===== src/rtl/trs_pkg.sv =====
package trs_pkg;

    localparam int NREG  = 8;
    localparam int PTR_W = $clog2(NREG);
    localparam int TAG_W = 2;
    localparam int TWD_W = NREG * TAG_W;

    typedef enum logic [2:0] {
        OP_IDLE  = 3'd0,
        OP_PUSH  = 3'd1,
        OP_POP   = 3'd2,
        OP_READ  = 3'd3,
        OP_WRITE = 3'd4,
        OP_FREE  = 3'd5
    } op_e;

    typedef enum logic [TAG_W-1:0] {
        TAG_VALID   = 2'b00,
        TAG_ZERO    = 2'b01,
        TAG_SPECIAL = 2'b10,
        TAG_EMPTY   = 2'b11
    } tag_e;

    typedef logic [PTR_W-1:0] idx_t;

    typedef struct packed {
        logic data_we;
        idx_t data_idx;
        logic tag_we;
        idx_t tag_idx;
        logic tag_clear;
        logic top_we;
        idx_t top_nxt;
        logic rd_load;
        logic rd_clear;
        idx_t rd_idx;
        logic ovf;
        logic unf;
    } ctl_t;

    function automatic idx_t rel_idx(input idx_t top, input idx_t off);
        return idx_t'(top + off);
    endfunction

    function automatic tag_e classify(input logic is_zero, input logic special);
        if (special)      return TAG_SPECIAL;
        else if (is_zero) return TAG_ZERO;
        else              return TAG_VALID;
    endfunction

    function automatic tag_e tag_of(input logic [TWD_W-1:0] tw, input idx_t i);
        return tag_e'(tw[{i, 1'b0} +: TAG_W]);
    endfunction

endpackage


===== src/rtl/trs_ctrl.sv =====
module trs_ctrl
    import trs_pkg::*;
(
    input  logic [2:0]       op,
    input  idx_t             off,
    input  idx_t             top,
    input  logic [TWD_W-1:0] tags,
    output ctl_t             ctl
);
    idx_t push_idx;
    idx_t pop_idx;
    idx_t off_idx;

    always_comb begin
        push_idx = idx_t'(top - 1'b1);
        pop_idx  = idx_t'(top + 1'b1);
        off_idx  = rel_idx(top, off);
        ctl      = '0;
        unique case (op)
            OP_PUSH: begin
                if (tag_of(tags, push_idx) != TAG_EMPTY) begin
                    ctl.ovf = 1'b1;
                end else begin
                    ctl.data_we  = 1'b1;
                    ctl.data_idx = push_idx;
                    ctl.tag_we   = 1'b1;
                    ctl.tag_idx  = push_idx;
                    ctl.top_we   = 1'b1;
                    ctl.top_nxt  = push_idx;
                end
            end
            OP_POP: begin
                if (tag_of(tags, top) == TAG_EMPTY) begin
                    ctl.unf      = 1'b1;
                    ctl.rd_clear = 1'b1;
                end else begin
                    ctl.rd_load   = 1'b1;
                    ctl.rd_idx    = top;
                    ctl.tag_we    = 1'b1;
                    ctl.tag_idx   = top;
                    ctl.tag_clear = 1'b1;
                    ctl.top_we    = 1'b1;
                    ctl.top_nxt   = pop_idx;
                end
            end
            OP_READ: begin
                if (tag_of(tags, off_idx) == TAG_EMPTY) begin
                    ctl.unf      = 1'b1;
                    ctl.rd_clear = 1'b1;
                end else begin
                    ctl.rd_load = 1'b1;
                    ctl.rd_idx  = off_idx;
                end
            end
            OP_WRITE: begin
                ctl.data_we  = 1'b1;
                ctl.data_idx = off_idx;
                ctl.tag_we   = 1'b1;
                ctl.tag_idx  = off_idx;
            end
            OP_FREE: begin
                ctl.tag_we    = 1'b1;
                ctl.tag_idx   = off_idx;
                ctl.tag_clear = 1'b1;
            end
            default: ctl = '0;
        endcase
    end

endmodule


===== src/rtl/trs_tag_file.sv =====
module trs_tag_file
    import trs_pkg::*;
(
    input  logic             clk,
    input  logic             rst,
    input  logic             we,
    input  idx_t             idx,
    input  logic             clear,
    input  logic             is_zero,
    input  logic             special,
    output logic [TWD_W-1:0] tags
);
    tag_e new_tag;

    always_comb begin
        new_tag = clear ? TAG_EMPTY : classify(is_zero, special);
    end

    for (genvar k = 0; k < NREG; k++) begin : g_tag
        tag_e q;
        always_ff @(posedge clk) begin
            if (rst) begin
                q <= TAG_EMPTY;
            end else if (we && idx == idx_t'(k)) begin
                q <= new_tag;
            end
        end
        assign tags[k*TAG_W +: TAG_W] = q;
    end

endmodule


===== src/rtl/trs_data_file.sv =====
module trs_data_file
    import trs_pkg::*;
#(
    parameter int DATA_W = 16
) (
    input  logic              clk,
    input  logic              rst,
    input  logic              we,
    input  idx_t              wr_idx,
    input  logic [DATA_W-1:0] wr_data,
    input  idx_t              rd_idx,
    output logic [DATA_W-1:0] rd_data
);
    logic [NREG-1:0][DATA_W-1:0] cells;

    for (genvar k = 0; k < NREG; k++) begin : g_cell
        logic [DATA_W-1:0] q;
        always_ff @(posedge clk) begin
            if (rst) begin
                q <= '0;
            end else if (we && wr_idx == idx_t'(k)) begin
                q <= wr_data;
            end
        end
        assign cells[k] = q;
    end

    assign rd_data = cells[rd_idx];

endmodule


===== src/rtl/tagged_reg_stack.sv =====
module tagged_reg_stack
    import trs_pkg::*;
#(
    parameter int DATA_W = 16
) (
    input  logic              clk,
    input  logic              rst,
    input  logic [2:0]        op_i,
    input  logic [2:0]        off_i,
    input  logic [DATA_W-1:0] wdata_i,
    input  logic              wspecial_i,
    output logic [2:0]        top_o,
    output logic [15:0]       tag_word_o,
    output logic [DATA_W-1:0] rdata_o,
    output logic              ovf_o,
    output logic              unf_o
);
    ctl_t              ctl;
    idx_t              top_q;
    logic [TWD_W-1:0]  tags;
    logic [DATA_W-1:0] rd_word;
    logic [DATA_W-1:0] rdata_q;
    logic              ovf_q;
    logic              unf_q;

    trs_ctrl u_ctrl (
        .op   (op_i),
        .off  (idx_t'(off_i)),
        .top  (top_q),
        .tags (tags),
        .ctl  (ctl)
    );

    trs_tag_file u_tags (
        .clk     (clk),
        .rst     (rst),
        .we      (ctl.tag_we),
        .idx     (ctl.tag_idx),
        .clear   (ctl.tag_clear),
        .is_zero (~|wdata_i),
        .special (wspecial_i),
        .tags    (tags)
    );

    trs_data_file #(.DATA_W(DATA_W)) u_data (
        .clk     (clk),
        .rst     (rst),
        .we      (ctl.data_we),
        .wr_idx  (ctl.data_idx),
        .wr_data (wdata_i),
        .rd_idx  (ctl.rd_idx),
        .rd_data (rd_word)
    );

    always_ff @(posedge clk) begin
        if (rst) begin
            top_q   <= '0;
            rdata_q <= '0;
            ovf_q   <= 1'b0;
            unf_q   <= 1'b0;
        end else begin
            if (ctl.top_we) begin
                top_q <= ctl.top_nxt;
            end
            if (ctl.rd_load) begin
                rdata_q <= rd_word;
            end else if (ctl.rd_clear) begin
                rdata_q <= '0;
            end
            ovf_q <= ctl.ovf;
            unf_q <= ctl.unf;
        end
    end

    assign top_o      = top_q;
    assign tag_word_o = tags;
    assign rdata_o    = rdata_q;
    assign ovf_o      = ovf_q;
    assign unf_o      = unf_q;

endmodule


===== config.mk =====
export PLATFORM = sky130hd
export DESIGN_NAME = tagged_reg_stack
export DESIGN_NICKNAME = d
export VERILOG_FILES = /design/src/rtl/trs_pkg.sv /design/src/rtl/trs_ctrl.sv /design/src/rtl/trs_tag_file.sv /design/src/rtl/trs_data_file.sv /design/src/rtl/tagged_reg_stack.sv
export SDC_FILE = /design/constraint.sdc
export NUM_CORES = 1
export LEC_CHECK = 0
export CAP_MARGIN = 30
export CORE_MARGIN = 3
export CORE_UTILIZATION = 57
export CTS_CLUSTER_SIZE = 24
export DETAILED_ROUTE_END_ITERATION = 6
export DONT_BUFFER_PORTS = 1
export HOLD_SLACK_MARGIN = 0.05
export PLACE_DENSITY_LB_ADDON = 0.15
export SYNTH_ARGS = -nofsm -noshare
export SYNTH_HDL_FRONTEND = slang
export SYNTH_SLANG_ARGS = --single-unit
export TNS_END_PERCENT = 5

===== constraint.sdc =====
create_clock -name clk -period 3.25 [get_ports clk]
set_clock_uncertainty 0.15 [all_clocks]
set_input_delay 0.65 -clock clk [delete_from_list [all_inputs] [get_ports clk]]
set_output_delay 0.65 -clock clk [all_outputs]
set_load 0.05 [all_outputs]

* Word level (Yosys, flattened, before mapping)
Cells that the tools add are included.
Operators by class: add/subtract/negate cells 3, multipliers 0, div/mod/pow operators 0, $lt $le $gt $ge 1, equality and inequality tests 22, shift-type cells 3, mux-type cells 22, bitwise operators 1, reduce and logical (&&, ||, !) cells 22
Operator list (number):
- binary-select mux 16 bit (select 3 bit) | 1
- 2-to-1 mux 16 bit | 3
- variable part select 16 x 5 -> 2 bit | 3
- equality test 3 bit (second input constant) | 10
- equality test 3 x 2 -> 1 bit (second input constant) | 6
- logical AND 1 bit | 16
- one-hot mux 4 bit (2 select lines) | 2
- OR reduction 16 bit | 1
- one-hot mux 4 bit (3 select lines) | 1
- 2-to-1 mux 10 bit | 1
- one-hot mux 5 bit (2 select lines) | 1
- equality test 3 x 1 -> 1 bit (second input constant) | 3
- 2-to-1 mux 8 bit | 1
- logical NOT 3 bit | 2
- 2-to-1 mux 3 bit | 2
- 2-to-1 mux 1 bit | 5
- equality test 2 bit (second input constant) | 2
- < comparator 3 x 4 -> 1 bit (second input constant) | 1
- 2-to-1 mux 2 bit | 2
- 2-to-1 mux 4 bit | 1
- one-hot mux 1 bit (2 select lines) | 2
- OR reduction 2 bit | 2
- adder 3 x 1 -> 3 bit (second input constant) | 1
- adder 3 bit | 1
- 4 further kinds | 4
Storage, ports and cells: register bits after elaboration 165, latch bits 0, memory bits (writable) 0, ROM bits 0, output and inout port bits 37, logic and storage cells 94, memories 0

* Longest topological paths before layout
Gate-level depths: netlist of run 1.
depth after elaboration 8, gate-level depth with buffers 13

* Modules after synthesis
A second synthesis of run 1 with hierarchy kept.
Unflattened totals: cell total of the unflattened synthesis 882, area total of the unflattened synthesis 7938.9 um^2
By module, submodules not included:
- trs_data_file | instances 1, cells each 647, area each 5734.2 um^2, sequential area each 2562.5 um^2
- tagged_reg_stack | instances 1, cells each 88, area each 828.3 um^2, sequential area each 420.4 um^2
- trs_ctrl | instances 1, cells each 84, area each 714.4 um^2, sequential area each 0.0 um^2
- trs_tag_file | instances 1, cells each 63, area each 661.9 um^2, sequential area each 320.3 um^2

* Worst setup path after synthesis of run 1
OpenSTA, ideal clock, no wires.
path type register to register, from register top_q[1], in the netlist top_o[1], to register rdata_q[1], in the netlist rdata_o[1], library setup time 0.120 ns, arrival 3.393 ns, data required time 2.980 ns, slack -0.413 ns, stages on the path, launching flop included 13, buffers on the path 4, path through dfxtp_1 > clkbuf_1 > inv_1 > fa_1 > clkbuf_1 > o31ai_1 > o31a_2 > o21a_1 > buf_2 > clkbuf_1 > a21oi_1 > a32oi_1 > a211o_2
On the way: word-level cells in the longest chain between the ends 8
RTL lines:
- start, declared | RTL line tagged_reg_stack.sv:19 | idx_t top_q;
- start signal, assigned | RTL line tagged_reg_stack.sv:63 | top_q <= ctl.top_nxt;
- adder 3 bit | RTL line trs_pkg.sv:42 | return idx_t'(top + off);
- variable part select 16 x 5 -> 2 bit | RTL line trs_pkg.sv:52 | return tag_e'(tw[{i, 1'b0} +: TAG_W]);
- equality test 2 bit | RTL line trs_ctrl.sv:47 | if (tag_of(tags, off_idx) == TAG_EMPTY) begin
- 2-to-1 mux 3 bit | RTL line trs_ctrl.sv:47
- one-hot mux 5 bit (2 select lines) * | RTL line trs_ctrl.sv:19 | unique case (op)
- binary-select mux 16 bit (select 3 bit) | RTL line trs_data_file.sv:28 | assign rd_data = cells[rd_idx];
- 2-to-1 mux 16 bit (implied by the code) | RTL line trs_data_file.sv:28
- 2-to-1 mux 16 bit | RTL line tagged_reg_stack.sv:65 | if (ctl.rd_load) begin
- end signal, assigned | RTL line tagged_reg_stack.sv:66 | rdata_q <= rd_word;
- end, declared | RTL line tagged_reg_stack.sv:22 | logic [DATA_W-1:0] rdata_q;
Mark *: on every way between the ends. The rest lies on a longest branch, timed or not. The select of a mux whose other input is x is not followed. A chain may end at the register's enable or synchronous reset.

* Worst setup path in the final report of run 1
from register top_q[0], in the netlist top_o[0], to register rdata_q[3], in the netlist rdata_o[3]
The elaborated chain is that of the path after synthesis.

==> flow_summary.yaml, run 1 <==
status:
  status: "finished with violations"
  violations: "design-rule violations"
clocking:
  cts_tree: "yes"
  cts_root_buf: "clkbuf_16"
  clk_path_buf_depth: 2
  clkTransAtPathRegs_ps: 60
  htree_num_levels: 4
  cts.sinks: 165
  post_cts_buffers: 0
  cts-buffers-inserted: 17
  clk_latency_ps: 430
sta:
  worst-slew-pin-transition_ps: 648
  slew_violations: 0
  hold_viol_final: 0
  fin_ws_ps: 130
  setup_viol: 0
  period_needed_ps: 3120
  fin_setup_tns_ps: 0
  max_slew_margin_pct: 56.4
  max_freq_mhz: 321
  fin_crit_sh_pct: 96.0
  rsz0062_at_grt: "no"
place:
  post-place-ws_ps: -211
  dp_hpwl_um: 15300
  gp_congestion: 0.974
  io_buffers: 0
global_route:
  overflow: 0
  track_usage_pct: 30.5
  grt_max_degree: 154
  grt_pass1_vias: 6674
  grt_pass1_wl_um: 35900
  antenna_found_initial: 0
logic_synthesis:
  synth_flop_cell: "dfxtp_1"
  syn_nets: 938
  synth_cell_type_count: 71
  synthCells: 909
  seq_area_frac_synth_pct: 41.7
  ys_ff_latch: 165
  ys_async_sr_fraction_pct: 0
  yosysWarnings: 0
  synth-edff-count: 0
  syn_area_per_cell_um2: 8.71
  netlist_area_mm2: 0.00792
flow_run:
  max_cap_violations: 0
route:
  vias_per_cell: 6.26
  drc: 11
  drt-pass1-iter-count: 7
  vias: 6914
  drt_iter0_markers: 763
  wl_per_cell_um: 20.7
  routed_wl_um: 22900
  postRouteAntennaNets: 0
pwr:
  p_leak_nw: 3.59
  max-vdd-ir-drop_v: 0.000462
  pwr_density_cell_mw_per_mm2: 558
  finalPower_w: 0.00507
finish:
  antenna_cells: 0
  final_cell_mix: "dfxtp_1, nand2_1, nor2_1, mux2i_1, a21oi_1"
  finalNetCount: 945
  layout_commonest_cell: "dfxtp_1"
  drive_above_1_share_pct: 15.3
  fin_util_pct: 67.9
  area_delta_synth_final_pct: 14.8
die:
  placementRows: 42
  fp.dieW_um: 124
  dieArea_mm2: 0.0153
  core_area_mm2: 0.0134
  die_height_um: 124
  io_pins: 62
  start_util_pct: 59.1
setup_path:
  endpoint_kind: "register"
  arrival_ps: 3290
  crit_type: "reg -> reg"
  cp_max_fo: 23
  rrSetupSlack_ps: 130
  crit_path_start_kind: "register"
  required_ps: 3420
hold_path:
  hold_path.class: "in -> reg"
[cells by family after synthesis]
group | share of synthesized area [%]
AOI/OAI and AO/OA | 17.0
DFF | 41.7
buffers and inverters | 5.01
muxes | 15.5
xor gates and xnor gates | 1.14
and+or+nand+nor | 19.0
adders and majority gates | 0.727
[path summary, 6_finish.rpt]
check	startpoint	endpoint	cells past startpoint
max	top_o[0]$_SDFFE_PP0P_	rdata_o[3]$_SDFFE_PP0P_	11
max reg2reg	top_o[0]$_SDFFE_PP0P_	rdata_o[3]$_SDFFE_PP0P_	11
min reg2reg	u_data.g_cell[2].q[1]$_SDFFE_PP0P_	u_data.g_cell[2].q[1]$_SDFFE_PP0P_	2
min	rst	top_o[0]$_SDFFE_PP0P_	1
[state kept, by name, summed over array words and instances, names as in the netlist]
register	count
u_data.g_cell.q	128
rdata_o	16
u_tags.g_tag.q	16
top_o	3
ovf_o	1
unf_o	1
[through the flow]
stage	std cells	instance area [um2]	hold WS, ps
5_1_grt	1104	9090	126
3_3_place_gp	1073	8470	287
2_1_floorplan	909	7970	282
4_1_cts	1104	9080	131
6_report	1104	9090	159
3_5_place_dp	1073	8470	291
[synthesized netlist by cell type (2+ instances only)]
| master | count | area [um2] |
|---|---|---|
| a2111oi_2 | 3 | 45.0 |
| a211o_1 | 8 | 70.1 |
| a211o_2 | 10 | 100 |
| a211oi_1 | 2 | 15.0 |
| a21oi_1 | 88 | 440 |
| a221oi_1 | 16 | 140 |
| a32oi_1 | 16 | 140 |
| and2_1 | 20 | 125 |
| buf_1 | 5 | 18.8 |
| buf_2 | 11 | 55.1 |
| buf_6 | 6 | 67.6 |
| clkbuf_1 | 59 | 221 |
| dfxtp_1 | 165 | 3300 |
| ha_1 | 3 | 37.5 |
| inv_1 | 8 | 30.0 |
| mux2i_1 | 113 | 1130 |
| mux4_2 | 3 | 67.6 |
| nand2_1 | 129 | 484 |
| nand2b_1 | 5 | 31.3 |
| nand3_1 | 37 | 185 |
| nand3b_1 | 2 | 15.0 |
| nand4_1 | 3 | 18.8 |
| nand4b_1 | 4 | 35.0 |
| nor2_1 | 112 | 420 |
| nor2b_1 | 5 | 31.3 |
| nor3_1 | 4 | 20.0 |
| nor4_1 | 5 | 31.3 |
| o211ai_1 | 2 | 15.0 |
| o211ai_2 | 2 | 25.0 |
| o211ai_4 | 2 | 42.5 |
| o21a_1 | 2 | 15.0 |
| o21ai_0 | 18 | 90.1 |
| o22ai_1 | 2 | 12.5 |
| xor2_1 | 2 | 17.5 |
[report_power, final]
group	internal [W]	switching [W]	leakage [nW]
Combinational	0.000330	0.000492	1.96
Sequential	0.00210	0.0000608	1.34
Clock	0.00129	0.000807	0.293
[worst max-delay path, cell delays in order (launching register included)]
cell and delay (ps):
dfxtp_2 370, ha_1 170, inv_1 50, fa_2 590
nand3b_1 160, a21boi_1 100, o31a_2 340, o21a_1 250
buf_12 170, a21oi_1 190, a32oi_1 110, a211o_2 350
[final cells by class]
type	instances	area, um2
clock buffers	24	492
clock inverters	7	119
fillers	1080	4310
inverters	9	33.8
multi-input cells	654	4240
flip-flops and latches	165	3310
well taps	176	220
repair buffers	69	684
[per-layer routing]
metal,vias up,share of wire [%],global-route usage (%),wire [um]
li1,3201,-,-,-
met1,3361,42,39.2,9530
met2,314,48,49.9,10900
met3,38,8.4,8.40,1920
met4,0,2.3,9.76,536
met5,-,0,0,0
[timing repair]
action / in CTS / in global routing
hold buffers: 0 / 0
gates resized for setup: 0 / 4
endpoints found under the setup margin: 0 / 14
Note: power is estimated with default switching activity, not from simulation.
==> run 2, diff against run 1 <==
- SYNTH_HIERARCHICAL: not set -> 1
==> run 2 against run 1 <==
  * The run ends with negative setup slack left
  * Synthesized area is 0.22% higher
  * Count of clock-buffer cells in the layout is 5 lower
  * Utilization is 0.56 points lower
  * First-iteration DRC count is 11% lower
  * Total power is 12% lower
  * Clock power is 2% lower
  * Register-to-register slack worse by 370 ps
  * Critical path type unchanged
==> flow_summary.yaml, run 2 <==
sta:
  rsz0062_at_grt: "yes"
  period_needed_ps: 3490
  hold_viol_final: 0
  holdWs_ps: 142
  slew_violations: 0
  max_slew_margin_pct: 40.4
  fin_crit_sh_pct: 107
  worst-slew-pin-transition_ps: 891
  max_freq_mhz: 286
  fin_ws_ps: -244
  setup_viol: 16
logic_synthesis:
  netlist_area_mm2: 0.00794
  yosysWarnings: 6
  ys_ff_latch: 165
  synth_flop_cell: "dfxtp_1"
  synth-edff-count: 0
  synth_common_cells: "nand2_1, dfxtp_1, a21oi_1"
  syn_nets: 911
  yosysTopAreaCellShare_pct: 41.6
  synthCells: 882
  synth.most_common_cell: "nand2_1"
  synth_cell_type_count: 59
  syn_area_per_cell_um2: 9.00
  yosysTopAreaCell: "dfxtp_1"
  ys_async_sr_fraction_pct: 0
  seq_area_frac_synth_pct: 41.6
  synthTopCellsByArea: "dfxtp_1, nand2_1, a21oi_1"
setup_path:
  cp_max_fo: 9
  reg2reg_depth: 10
  worst_r2r_endpoint: "rdata_o[9]$_SDFFE_PP0P_"
  crit_path_start_kind: "register"
  setup.worst_path.start: "top_o[0]$_SDFFE_PP0P_"
  r2r_start: "top_o[0]$_SDFFE_PP0P_"
  required_ps: 3420
  crit_type: "reg -> reg"
  rrSetupSlack_ps: -240
  endpoint_kind: "register"
  arrival_ps: 3660
clocking:
  cts_root_buf: "clkbuf_16"
  cts-buffers-inserted: 17
  clkTransAtPathRegs_ps: 60
  clk_latency_ps: 430
  cts.sinks: 165
  hold_buffers: 0
  cts_tree: "yes"
  clk_path_buf_depth: 2
  htree_num_levels: 4
die:
  io_pins: 62
  core_area_mm2: 0.0135
  dieArea_mm2: 0.0154
  start_util_pct: 59.0
  fp.dieW_um: 124
  placementRows: 42
  die_height_um: 124
place:
  gp_congestion: 0.897
  dp_hpwl_um: 14600
  placedInstanceArea_mm2: 0.00840
  io_buffers: 0
global_route:
  grt_pass1_wl_um: 34700
  track_usage_pct: 29.8
  grt_pass1_vias: 6447
  grt_max_degree: 168
  overflow: 0
  antenna_found_initial: 1
pwr:
  p_leak_nw: 3.08
  pwr_density_cell_mw_per_mm2: 495
  max-vdd-ir-drop_v: 0.000479
hold_path:
  holdPathEnd: "top_o[0]$_SDFFE_PP0P_"
  hold_path.class: "in -> reg"
  min-delay-start: "rst"
  hold_depth: 1
route:
  drc: 0
  postRouteAntennaNets: 0
  routed_wl_um: 22600
  drt-pass1-iter-count: 5
  drt_iter0_markers: 679
  wl_per_cell_um: 21.1
  vias_per_cell: 6.24
  vias: 6681
flow_run:
  max_cap_violations: 0
status:
  status: "finished with violations"
  violations: "negative setup slack"
finish:
  final_cell_mix: "nand2_1, dfxtp_1, a21oi_1, buf_4, mux4_2"
  regMostFlops: "u_data/g_cell.q"
  fillerInstances: 1079
  largest_reg_flops: 128
  final_area_mm2: 0.00905
  finalNetCount: 910
  layout_commonest_cell: "nand2_1"
  drive_above_1_share_pct: 21.5
  area_delta_synth_final_pct: 14.1
  antenna_cells: 0
[run 2: cell types whose count changed in the layout (fill, tap and decap cells not counted), moves of 28 or more]
cell | before | now
nand3_1 | 37 | 2
mux2i_1 | 112 | 12
mux4_2 | 3 | 31
nand2_1 | 129 | 285
a21oi_1 | 88 | 138
nor2_1 | 112 | 14
[run 2: final cells by class]
type / instances / area (um2) / share of cell area, %
inverter: 4 / 15.0 / 0.166
clock inverter: 13 / 144 / 1.59
clock buffer: 19 / 453 / 5.00
sequential: 165 / 3310 / 36.5
tap: 176 / 220 / 2.43
timing repair buffer: 61 / 682 / 7.53
multi-input combinational: 632 / 4240 / 46.8
[run 2: power by group]
part | internal (W) | total [W] | leakage [nW] | switching (W)
logic | 0.000153 | 0.000361 | 1.46 | 0.000208
clock network | 0.00118 | 0.00204 | 0.283 | 0.000859
registers | 0.00205 | 0.00208 | 1.33 | 0.0000241
total | 0.00339 | 0.00448 | 3.08 | 0.00109
[run 2: worst max-delay path by stage]
stage                         endpoint  cells after the start
3_5_place_dp   rdata_o[8]$_SDFFE_PP0P_                     10
4_1_cts        rdata_o[9]$_SDFFE_PP0P_                     10
3_3_place_gp   rdata_o[5]$_SDFFE_PP0P_                     10
5_1_grt        rdata_o[9]$_SDFFE_PP0P_                     10
6_report       rdata_o[9]$_SDFFE_PP0P_                     10
2_1_floorplan  rdata_o[3]$_SDFFE_PP0P_                     11
[run 2: logic make-up after synthesis]
kind of cell	Yosys count	synth area share [%]
AO/OA/AOI/OAI	178	12.1
XOR/XNOR	5	0.552
multiplexers	69	16.5
flip-flops	165	41.6
buffers and inverters	85	6.27
adder cells (fa/ha/maj)	4	0.725
AND/OR/NAND/NOR	376	22.3
[run 2: worst max-delay path, stage by stage, from the launching register on]
cell and delay [ps]:
dfxtp_2 340, ha_4 160, fa_2 590, mux4_2 520
mux2_4 290, o21ai_4 190, buf_6 200, mux4_2 520
mux2_4 280, nand2_1 90, a21oi_1 60
[run 2: repair_timing]
action / CTS / global route
gates resized for setup: 13 / 20
buffers inserted: 1 / 0
endpoints found under the setup margin: 83 / 106
pin swaps: 3 / 2
gates cloned: 0 / 0
[run 2: metal layers]
layer / track usage, % / share of wire (%) / routed length, um
met1: 38.8 / 40 / 9060
met2: 47.5 / 47 / 10500
met3: 9.40 / 11 / 2380
met4: 9.58 / 2.7 / 600
met5: 0 / 0.053 / 12
[run 2: through the flow]
step                setup TNS, ps  power [W]  utilization, %  setup WS, ps  std cells
floorplan                   -8670    0.00242               -          -421        882
global placement           -10200    0.00246            62.4          -523       1037
detailed placement         -13310    0.00247            62.4          -610       1037
CTS                         -2890    0.00448            67.0          -229       1070
global route                -4420    0.00461            67.3          -325       1070
finish                      -3050    0.00448            67.3          -244       1070
